### src/rtl/seg_xlate_pkg.sv
package seg_xlate_pkg;

    localparam int LA_W    = 32;
    localparam int SEL_W   = 4;
    localparam int NUM_SEG = 1 << SEL_W;
    localparam int OFF_W   = 12;
    localparam int PIDX_W  = LA_W - SEL_W - OFF_W;
    localparam int VSID_W  = 24;
    localparam int VPN_W   = VSID_W + PIDX_W;
    localparam int VA_W    = VPN_W + OFF_W;

    typedef struct packed {
        logic              valid;
        logic              noexec;
        logic [VSID_W-1:0] vsid;
    } seg_entry_t;

    typedef struct packed {
        logic [SEL_W-1:0]  sel;
        logic [PIDX_W-1:0] pidx;
        logic [OFF_W-1:0]  off;
    } laddr_t;

    typedef enum logic [1:0] {
        ACC_OK      = 2'd0,
        ACC_INVALID = 2'd1,
        ACC_NOEXEC  = 2'd2
    } acc_status_e;

    function automatic acc_status_e seg_check(input seg_entry_t ent, input bit is_fetch);
        if (!ent.valid)
            return ACC_INVALID;
        if (is_fetch && ent.noexec)
            return ACC_NOEXEC;
        return ACC_OK;
    endfunction

endpackage

### src/rtl/seg_reg_bank.sv
module seg_reg_bank
    import seg_xlate_pkg::*;
(
    input  logic                      clk,
    input  logic                      rst,
    input  logic                      wr_en_i,
    input  logic                      wr_sup_i,
    input  logic [SEL_W-1:0]          wr_idx_i,
    input  seg_entry_t                wr_entry_i,
    output seg_entry_t [NUM_SEG-1:0]  table_o,
    output logic                      priv_err_o
);

    logic wr_ok;
    assign wr_ok = wr_en_i && wr_sup_i;

    for (genvar g = 0; g < NUM_SEG; g++) begin : g_seg
        always_ff @(posedge clk) begin
            if (rst)
                table_o[g] <= '0;
            else if (wr_ok && (wr_idx_i == SEL_W'(g)))
                table_o[g] <= wr_entry_i;
        end
    end

    always_ff @(posedge clk) begin
        if (rst)
            priv_err_o <= 1'b0;
        else
            priv_err_o <= wr_en_i && !wr_sup_i;
    end

    AST_USER_WR_NO_CHANGE: assert property (@(posedge clk) disable iff (rst)
        (wr_en_i && !wr_sup_i) |=> (table_o == $past(table_o))) else $error("user write changed table");
    AST_PRIV_PULSE: assert property (@(posedge clk) disable iff (rst)
        (wr_en_i && !wr_sup_i) |=> priv_err_o) else $error("missing privilege pulse");
    AST_SUP_NO_PULSE: assert property (@(posedge clk) disable iff (rst)
        (!wr_en_i || wr_sup_i) |=> !priv_err_o) else $error("spurious privilege pulse");

endmodule

### src/rtl/seg_port_xlate.sv
module seg_port_xlate
    import seg_xlate_pkg::*;
#(
    parameter bit IS_FETCH = 1'b0
) (
    input  logic                      clk,
    input  logic                      rst,
    input  logic                      req_i,
    input  logic [LA_W-1:0]           addr_i,
    input  seg_entry_t [NUM_SEG-1:0]  table_i,
    output logic                      vld_o,
    output logic                      fault_o,
    output logic [VPN_W-1:0]          vpn_o,
    output logic [OFF_W-1:0]          off_o
);

    laddr_t      lad;
    seg_entry_t  ent;
    acc_status_e status;

    always_comb begin
        lad    = laddr_t'(addr_i);
        ent    = table_i[lad.sel];
        status = seg_check(ent, IS_FETCH);
    end

    always_ff @(posedge clk) begin
        if (rst) begin
            vld_o   <= 1'b0;
            fault_o <= 1'b0;
            vpn_o   <= '0;
            off_o   <= '0;
        end else begin
            vld_o   <= req_i && (status == ACC_OK);
            fault_o <= req_i && (status != ACC_OK);
            vpn_o   <= {ent.vsid, lad.pidx};
            off_o   <= lad.off;
        end
    end

    AST_VLD_FAULT_EXCL: assert property (@(posedge clk) disable iff (rst)
        !(vld_o && fault_o)) else $error("valid and fault together");
    AST_IDLE_QUIET: assert property (@(posedge clk) disable iff (rst)
        !req_i |=> (!vld_o && !fault_o)) else $error("output without request");
    AST_OFFSET_PASS: assert property (@(posedge clk) disable iff (rst)
        req_i |=> (off_o == $past(addr_i[OFF_W-1:0]))) else $error("offset altered");
    AST_INVALID_FAULTS: assert property (@(posedge clk) disable iff (rst)
        (req_i && !ent.valid) |=> (fault_o && !vld_o)) else $error("invalid segment not flagged");
    AST_NOEXEC_FETCH: assert property (@(posedge clk) disable iff (rst)
        (IS_FETCH && req_i && ent.valid && ent.noexec) |=> fault_o) else $error("no-execute fetch not flagged");

endmodule

### src/rtl/seg_xlate_top.sv
module seg_xlate_top
    import seg_xlate_pkg::*;
(
    input  logic               clk,
    input  logic               rst,
    input  logic               wr_en,
    input  logic               wr_sup,
    input  logic [SEL_W-1:0]   wr_idx,
    input  logic [VSID_W-1:0]  wr_vsid,
    input  logic               wr_valid,
    input  logic               wr_noexec,
    output logic               wr_priv_err,
    input  logic               if_req,
    input  logic [LA_W-1:0]    if_addr,
    output logic               if_vld,
    output logic               if_fault,
    output logic [VPN_W-1:0]   if_vpn,
    output logic [OFF_W-1:0]   if_off,
    input  logic               dt_req,
    input  logic [LA_W-1:0]    dt_addr,
    output logic               dt_vld,
    output logic               dt_fault,
    output logic [VPN_W-1:0]   dt_vpn,
    output logic [OFF_W-1:0]   dt_off
);

    seg_entry_t                wr_entry;
    seg_entry_t [NUM_SEG-1:0]  seg_table;

    assign wr_entry = '{valid: wr_valid, noexec: wr_noexec, vsid: wr_vsid};

    seg_reg_bank u_bank (
        .clk        (clk),
        .rst        (rst),
        .wr_en_i    (wr_en),
        .wr_sup_i   (wr_sup),
        .wr_idx_i   (wr_idx),
        .wr_entry_i (wr_entry),
        .table_o    (seg_table),
        .priv_err_o (wr_priv_err)
    );

    seg_port_xlate #(.IS_FETCH(1'b1)) u_fetch (
        .clk     (clk),
        .rst     (rst),
        .req_i   (if_req),
        .addr_i  (if_addr),
        .table_i (seg_table),
        .vld_o   (if_vld),
        .fault_o (if_fault),
        .vpn_o   (if_vpn),
        .off_o   (if_off)
    );

    seg_port_xlate #(.IS_FETCH(1'b0)) u_data (
        .clk     (clk),
        .rst     (rst),
        .req_i   (dt_req),
        .addr_i  (dt_addr),
        .table_i (seg_table),
        .vld_o   (dt_vld),
        .fault_o (dt_fault),
        .vpn_o   (dt_vpn),
        .off_o   (dt_off)
    );

    AST_DATA_IGNORES_NOEXEC: assert property (@(posedge clk) disable iff (rst)
        (dt_req && seg_table[dt_addr[LA_W-1 -: SEL_W]].valid) |=> (dt_vld && !dt_fault)) else $error("data access wrongly faulted");

endmodule

### config.mk
export PLATFORM = sky130hd
export DESIGN_NAME = seg_xlate_top
export DESIGN_NICKNAME = d
export VERILOG_FILES = /design/src/rtl/seg_xlate_pkg.sv /design/src/rtl/seg_reg_bank.sv /design/src/rtl/seg_port_xlate.sv /design/src/rtl/seg_xlate_top.sv
export SDC_FILE = /design/constraint.sdc
export NUM_CORES = 1
export LEC_CHECK = 0
export BUFFER_PORTS_ARGS = -buffer_cell sky130_fd_sc_hd__buf_2
export CAP_MARGIN = 20
export CELL_PAD_IN_SITES_DETAIL_PLACEMENT = 0
export CELL_PAD_IN_SITES_GLOBAL_PLACEMENT = 1
export CORE_ASPECT_RATIO = 1.75
export CORE_MARGIN = 2
export CORE_UTILIZATION = 46
export DETAILED_ROUTE_END_ITERATION = 6
export PLACE_DENSITY = 0.86
export SYNTH_ARGS = -nofsm -noshare
export SYNTH_HDL_FRONTEND = slang
export SYNTH_SLANG_ARGS = --single-unit
### constraint.sdc
create_clock -name clk -period 2.1 [get_ports clk]
set_clock_uncertainty 0.1 [all_clocks]
set_input_delay 0.315 -clock clk [delete_from_list [all_inputs] [get_ports clk]]
set_output_delay 0.315 -clock clk [all_outputs]
set_load 0.03 [all_outputs]
-- After elaboration in Yosys (flattened, before gate mapping)
Cells that the tools add are included.
- equality and inequality tests: 15
- multiplexer cells: 11
- add/sub/neg operators: 0
- $mul: 0
- divide/modulo/power cells: 0
- bitwise operators: 0
- $lt $le $gt $ge: 2
- shift operators: 0
- reductions and logical operators: 28
- operators with widths (operator ; number):
    binary-select mux 26 bit (select 4 bit) ; 2
    2-to-1 mux 26 bit ; 2
    == test 4 bit (second input constant) ; 8
    logical AND 1 bit ; 22
    == test 4 x 3 -> 1 bit (second input constant) ; 4
    < comparator 4 x 5 -> 1 bit (second input constant) ; 2
    == test 4 x 2 -> 1 bit (second input constant) ; 2
    2-to-1 mux 2 bit ; 4
    == test 4 x 1 -> 1 bit (second input constant) ; 1
    logical NOT 2 bit ; 2
    logical NOT 4 bit ; 1
    nonzero test 2 bit ; 2
    2-to-1 mux 1 bit ; 3
    logical NOT 1 bit ; 1
- bits in latches: 0
- RAM bits: 0
- memories: 0
- bits of input ports: 100
- memory bits (read-only): 0
- output and inout bits: 109
- register bits after elaboration: 525

-- Depth between registers and ports, before layout
Gate-level depths: netlist of the first run.
- depth in word-level cells: 8
- mapped depth: 8

-- By module
Synthesis of the first run repeated with hierarchy kept, for this count alone.
- cell total of the unflattened synthesis: 2216
- area, all modules: 25823.5 µm²
- modules (own cells, without submodules) (module ; instances ; seq. area each (µm²) ; area each (µm²) ; cells each):
    seg_reg_bank ; 1 ; 8348.0 ; 16497.1 ; 1447
    seg_port_xlate (u_fetch) ; 1 ; 1081.0 ; 4827.1 ; 384
    seg_port_xlate (u_data) ; 1 ; 1081.0 ; 4499.3 ; 385

-- Worst setup path after synthesis of the first run
Ideal clock, no wire load.
- path type: input-to-reg
- from: in if_addr[28]
- to: reg u_fetch.vpn_o[29]
- data required time: 1.878 ns
- buffers on the path: 3
- slack: 0.223 ns
- data arrival time: 1.655 ns
- library setup time: 0.122 ns
- stages: 5
- path through: buf_6 -> buf_6 -> buf_2 -> mux4_2 -> a221o_1
- longest elaborated chain between the ends: 2
- RTL lines (element ; line ; source):
    from (decl) ; seg_xlate_top.sv:14 ; input logic [LA_W-1:0] if_addr,
    binary-select mux 26 bit (select 4 bit) ; seg_port_xlate.sv:23 ; ent = table_i[lad.sel];
    2-to-1 mux 26 bit (not written as such) ; seg_port_xlate.sv:23 ;
    to (signal assigned) ; seg_port_xlate.sv:36 ; vpn_o <= {ent.vsid, lad.pidx};
    to (decl) ; seg_port_xlate.sv:13 ; output logic [VPN_W-1:0] vpn_o,
No other way between the ends. The select of a mux whose other input is x is not followed.
A chain may end at the register's enable or synchronous reset.

-- Worst setup path in the final report of the first run
- from: in rst
- to: reg u_bank.priv_err_o
- RTL lines (element ; line ; source):
    from (decl) ; seg_xlate_top.sv:5 ; input logic rst,
    to (signal assigned) ; seg_reg_bank.sv:30 ; priv_err_o <= wr_en_i && !wr_sup_i;
    to (decl) ; seg_reg_bank.sv:11 ; output logic priv_err_o
No word-level cell between the ends.

==> flow_summary.yaml, run 1 <==
run_status:
  status: "finished with violations"
  violations: "design-rule violations"
worst_setup_path:
  start_kind: "input port"
  rrSetupSlack_ps: 500
  crit_path_end_kind: "register"
  crit_type: "input port to register"
  crit_fanout: 149
  crit_path_frequent_cell: "dlygate4sd3_1"
  crit_slowest_cell: "dlygate4sd3_1"
  cp-startpoint: "rst"
  path_delay_family: "buffers and inverters"
  cp_slowest_stage_delay_ps: 580
  crit_required_ps: 2500
  path_buf_inv: 4
  crit_chain: "dlygate4sd3_1, buf_8, buf_12, nor3b_1, dlygate4sd3_1"
  reg2reg_from: "u_bank.table_o[337]"
  crit_arrival_ps: 2330
grt:
  grt_pass1_vias: 21220
  grt_pass1_wl_microns: 129200
  antenna_found_initial: 6
  grt_max_degree: 150
  grt_overflow: 0
  track_usage_pct: 32.22
drt:
  postRouteAntennaNets: 0
  drt_iter0_markers: 2302
  vias: 21320
  drc: 1
  first_pass_iters: 7
  routed_wl_microns: 87590
  vias_per_cell: 6.096
  post_drt_wl_per_cell_microns: 25.05
sta:
  finalCriticalPeriod_ps: 1934
  hold_viol_final: 0
  tightestPinTransition_ps: 851.2
  slew_headroom_pct: 43.26
  max_freq_ghz: 0.5171
  slew_violations: 0
  setup_tns_ps: 0
  min_period_over_period_pct: 92.10
  setup_violations: 0
  rsz0062_at_grt: "no"
logic_synthesis:
  synthAdderAreaFrac_pct: 0
  syn_area_sq_um: 23640
  synthXorXnorAreaFrac_pct: 0
  synth_top_flop_cell: "dfxtp_1"
  synthCells: 2578
  synth_compound_area_share_pct: 11.70
  synth_edf_count: 0
  yosys_warnings: 0
  synthMuxAreaShare_pct: 20.90
  yosys.area_share.simple_pct: 18.11
  ys_seq_area_share_pct: 44.46
  synth_cell_types: 44
  ys_ff_latch: 525
  async_reset_ff_share_pct: 0
  synth_top_family_by_area: "multiplexers"
  synth_fp_nets: 2678
  syn_avg_cell_area_sq_um: 9.169
clock_network:
  numCtsBuffers: 50
  cts_num_sinks: 525
  h-tree-depth: 2
  clk_pin_slew_ps: 70
  cts_setup_buffers: 0
  cts_root_buf: "clkbuf_16"
  cts_tree: "built"
  worst_skew_pair.late_latency_ps: 610
  clockBufferDepth: 3
  cts_resized: 0
placed_design:
  place_inst: 3326
  gp_congestion: 0.8708
  portBuffers: 208
  dpl.hpwl_microns: 53620
die:
  die_y_microns: 303.9
  dieArea_sq_um: 53290
  start_util_pct: 46.72
  io_pins: 209
  row_count: 109
  die_w_microns: 175.4
  core_area_sq_um: 50600
pwr:
  power_leakage_nw: 10.34
  p_per_area_nw_per_um2: 782.1
  vdd_drop_max_mv: 0.7985
cells_and_area:
  stdcell_count: 3497
  drive_gt1_share_pct: 21.96
  nFillCells: 4335
  multi_input_area_sq_um: 12040
  synthToLayoutAreaGrowth_pct: 21.33
  seq_area_sq_um: 10510
  final_nets: 2886
min_path:
  hp-start: "wr_vsid[17]"
  hold_class: "input port to register"
flow_run:
  cap_violations: 0
## state kept, by name, indices dropped and copies added (netlist names)
signal	cells
u_bank.table_o	416
u_data.vpn_o	40
u_fetch.vpn_o	40
u_data.off_o	12
u_fetch.off_o	12
u_bank.priv_err_o	1
u_data.fault_o	1
u_data.vld_o	1
u_fetch.fault_o	1
u_fetch.vld_o	1
## layout by cell type, fill, tap and decap left out, types with 4 or more instances in the layout
cell type and n:
a22o_1 13, clkinv_2 12, mux4_2 173, dlygate4sd3_1 74
a32oi_1 8, clkbuf_16 53, nor3_4 4, clkbuf_8 6
dfxtp_1 525, nor3b_1 4, nand2b_1 5, a21oi_1 419
nand4_1 10, buf_2 203, nand3_1 12, nand4b_1 4
o22ai_1 27, nor2_2 13, bufinv_16 11, clkinv_4 4
mux2i_1 98, a22oi_1 14, and3_1 13, a221o_1 13
buf_12 52, nor2_1 6, buf_4 76, nand2_1 861
nor2b_1 63, nor4bb_1 4, o211ai_1 8
## per-layer routing
layer	part of all wire [%]	vias to the layer above	routed length (microns)	track usage (%)
met4	8.0	4	7034	23.29
met2	48	1349	41930	53.86
met3	10	394	8764	6.222
li1	-	9345	-	-
met1	34	10230	29830	36.47
met5	0.035	-	31	0
## worst paths after layout
| kind | to | cells past startpoint |
|---|---|---|
| setup / recovery | u_bank.priv_err_o | 5 |
| hold / removal | u_bank.table_o[225] | 3 |
| setup reg to reg | u_fetch.vld_o | 4 |
| hold reg to reg | u_bank.table_o[50] | 2 |
## metrics by stage
stage               total power, W  area, sq um  setup slack (ps)  utilization, %  hold slack, ps
floorplan                  0.01147        23640             223.4               -           291.1
global placement           0.01211        26040            -57.67           51.47           337.3
detailed placement         0.01214        26040            -85.40           51.47           348.5
CTS                        0.02242        28670             140.6           56.67          0.6334
global route               0.02300        28670             77.82           56.67           17.48
finish                     0.02243        28680             166.0           56.68           7.877
## cells by family after synthesis
logic type,Yosys count
compound gates,505
mux,274
flops,525
simple gates,1022
buf+inv,252
## tightest hold or removal path, delay by kind of cell
kind | cells | cell delay (ps)
buffers and inverters | 1 | 200
and+or+nand+nor | 1 | 90
AOI/OAI and AO/OA | 1 | 50
## cell type report
| class | count | share of cell area (%) |
|---|---|---|
| multi-input combinational | 1801 | 41.97 |
| sequential | 525 | 36.65 |
| timing repair buffer | 408 | 11.88 |
| clock buffer | 62 | 4.952 |
| tap | 666 | 2.906 |
| clock inverter | 32 | 1.627 |
| antenna | 3 | 0.02618 |
## synthesized netlist by cell type (4+ instances only)
cell type,number,area [sq um]
nand2_1,861,3232
dfxtp_1,525,10510
a21oi_1,419,2097
mux4_2,173,3896
clkbuf_1,155,581.8
mux2i_1,98,980.9
buf_2,64,320.3
nor2b_1,64,400.4
o22ai_1,27,168.9
buf_4,17,127.6
a22oi_1,14,105.1
nor2_1,14,52.55
a221o_1,13,130.1
a22o_1,13,113.9
and3_1,13,81.33
nand3_1,12,60.06
nand4_1,10,62.56
buf_1,9,33.78
a32oi_1,8,70.07
o211ai_1,8,60.06
buf_6,5,56.30
nand2b_1,5,31.28
nor2_2,5,31.28
nand4b_1,4,35.03
nor3_2,4,40.04
nor3b_1,4,30.03
nor4bb_1,4,40.04
## power by group
| group | switching, W | leakage (nW) | total, W | internal (W) |
|---|---|---|---|---|
| Clock | 0.00417 | 0.933 | 0.0104 | 0.00619 |
| Combinational | 0.00119 | 5.15 | 0.00190 | 0.000714 |
| Sequential | 0.0000746 | 4.25 | 0.0102 | 0.0101 |
## timing repair
| item | CTS | global route |
|---|---|---|
| hold endpoints to repair | 159 | 0 |
| hold buffers | 74 | 0 |
| endpoints found under the setup margin | 0 | 0 |
Note: power is estimated with default switching activity, not from simulation.
==> run 2, diff against run 1 <==
--- a/config.mk
+++ b/config.mk
@@ -14,6 +14,7 @@
 export CORE_UTILIZATION = 46
 export DETAILED_ROUTE_END_ITERATION = 6
 export PLACE_DENSITY = 0.86
+export RECOVER_POWER = 50
 export SYNTH_ARGS = -nofsm -noshare
 export SYNTH_HDL_FRONTEND = slang
 export SYNTH_SLANG_ARGS = --single-unit
==> constraint.sdc (replaced) <==
create_clock -name clk -period 2.1 [get_ports clk]
set_clock_uncertainty 0.1 [all_clocks]
set_input_delay 0.42 -clock clk [delete_from_list [all_inputs] [get_ports clk]]
set_output_delay 0.42 -clock clk [all_outputs]
set_load 0.03 [all_outputs]
==> run 2 against run 1 <==
Effect of this change:
- worst setup slack gained 27 ps
- clock power shrank 5%
- hold slack gained 1.4 ps
- the run now ends clean
- combinational power is essentially flat
- global-route usage grew 0.35 points
- maximum frequency grew 1.4%
==> flow_summary.yaml, run 2 (same netlist as run 1, synthesis figures left out) <==
run_status:
  status: "complete, no violations"
pwr:
  vdd_drop_max_mv: 0.5992
  p_per_area_nw_per_um2: 770.3
  power_leakage_nw: 10.28
  power.total_w: 0.02195
grt:
  antenna_found_initial: 4
  grt_pass1_wl_microns: 130500
  grt_max_degree: 195
  grt_pass1_vias: 21140
  grt_overflow: 0
  track_usage_pct: 32.57
min_path:
  hold_path_end: "u_data.fault_o"
  hold_class: "input port to register"
  hp-start: "dt_req"
  holdPathStages: 2
sta:
  tightestPinTransition_ps: 1462
  min_period_over_period_pct: 90.83
  fin_ws_ps: 192.7
  max_freq_ghz: 0.5243
  slew_headroom_pct: 2.528
  slew_violations: 0
  setup_tns_ps: 0
  hold_viol_final: 0
  rsz0062_at_grt: "no"
  setup_violations: 0
  finalCriticalPeriod_ps: 1907
cells_and_area:
  final_nets: 2892
  mostFrequentLayoutCells: "nand2_1, dfxtp_1, a21oi_1"
  nFillCells: 4369
  synthToLayoutAreaGrowth_pct: 20.57
  largest_reg_flops: 416
  regMostFlops: "u_bank.table_o"
  fin_util_pct: 56.33
  multi_input_area_sq_um: 12010
  reg_top3: "u_bank.table_o (416), u_data.vpn_o (40), u_fetch.vpn_o (40)"
  drive_gt1_share_pct: 22.23
  seq_area_sq_um: 10510
  final_common_cell: "nand2_1"
worst_setup_path:
  crit_path_end_kind: "register"
  crit_fanout: 26
  reg2reg_from: "u_bank.table_o[412]"
  crit_arrival_ps: 2200
  start_kind: "input port"
  crit_type: "input port to register"
  crit_required_ps: 2390
  rrSetupSlack_ps: 470
  reg2regPathDepth: 3
  rr_endpoint: "u_fetch.vpn_o[38]"
die:
  core_area_sq_um: 50600
  io_pins: 209
  die_y_microns: 303.9
  die_w_microns: 175.4
  dieArea_sq_um: 53290
  row_count: 109
  start_util_pct: 46.72
clock_network:
  cts_tree: "built"
  cts_resized: 0
  clk_pin_slew_ps: 70
  cts_setup_buffers: 0
  cts_num_sinks: 525
  worst_skew_pair.late_latency_ps: 590
  numCtsBuffers: 48
  clockBufferDepth: 3
  ctsHoldBuffers: 57
  cts_root_buf: "clkbuf_16"
  h-tree-depth: 2
placed_design:
  dpl.hpwl_microns: 55290
  portBuffers: 208
  pre_cts_ws_ps: -155.4
  gp_congestion: 0.8840
drt:
  post_drt_wl_per_cell_microns: 25.28
  vias_per_cell: 6.092
  drt_iter0_markers: 2007
  vias: 21340
  postRouteAntennaNets: 0
  first_pass_iters: 6
  drc: 0
  routed_wl_microns: 88560
flow_run:
  cap_violations: 0
## run 2: layout make-up
cell class / instances / share of cell area (%)
clock inverter: 28 / 1.458
sequential: 525 / 36.88
multi-input combinational: 1801 / 42.14
clock buffer: 60 / 4.728
antenna: 7 / 0.06146
tap: 666 / 2.924
timing repair buffer: 416 / 11.81
## run 2: how the worst max path moves through the flow
stage	from	end	slack (ps)
2_1_floorplan	if_addr[28]	u_fetch.vpn_o[29]	120
3_3_place_gp	if_addr[28]	u_fetch.vpn_o[28]	-130
3_5_place_dp	if_addr[28]	u_fetch.vld_o	-160
4_1_cts	u_fetch.vpn_o[23]	if_vpn[23]	270
5_1_grt	wr_idx[3]	u_bank.table_o[167]	110
6_report	wr_idx[3]	u_bank.table_o[200]	190
## run 2: power by group
| group | internal, W | leakage, nW | switching [W] | total, W |
|---|---|---|---|---|
| sequential | 0.0101 | 4.25 | 0.0000738 | 0.0102 |
| clock | 0.00580 | 0.864 | 0.00406 | 0.00986 |
| combinational | 0.000731 | 5.17 | 0.00120 | 0.00193 |
| total | 0.0166 | 10.3 | 0.00533 | 0.0220 |
## run 2: through the flow
stage | instance area, sq um | hold WS (ps) | cells
after floorplan | 23640 | 331.1 | 2578
after global placement | 26330 | 339.6 | 3351
after detailed placement | 26330 | 345.0 | 3351
after CTS | 28670 | 0.5602 | 3496
after global routing | 28480 | 18.03 | 3497
final | 28500 | 9.270 | 3503
## run 2: worst max-delay path, cell delays in order
cell and delay [ps]:
clkbuf_1 450, nand2b_1 310, nor2_2 50, clkbuf_2 610
nand2_1 250, a21oi_1 90
## run 2: metal layers
metal	wire [microns]	GRT usage [%]	vias to the layer above
met3	8118	5.997	414
met2	42360	54.73	1244
met4	8235	25.47	2
li1	-	-	9359
met5	12	0	-
met1	29830	36.00	10320
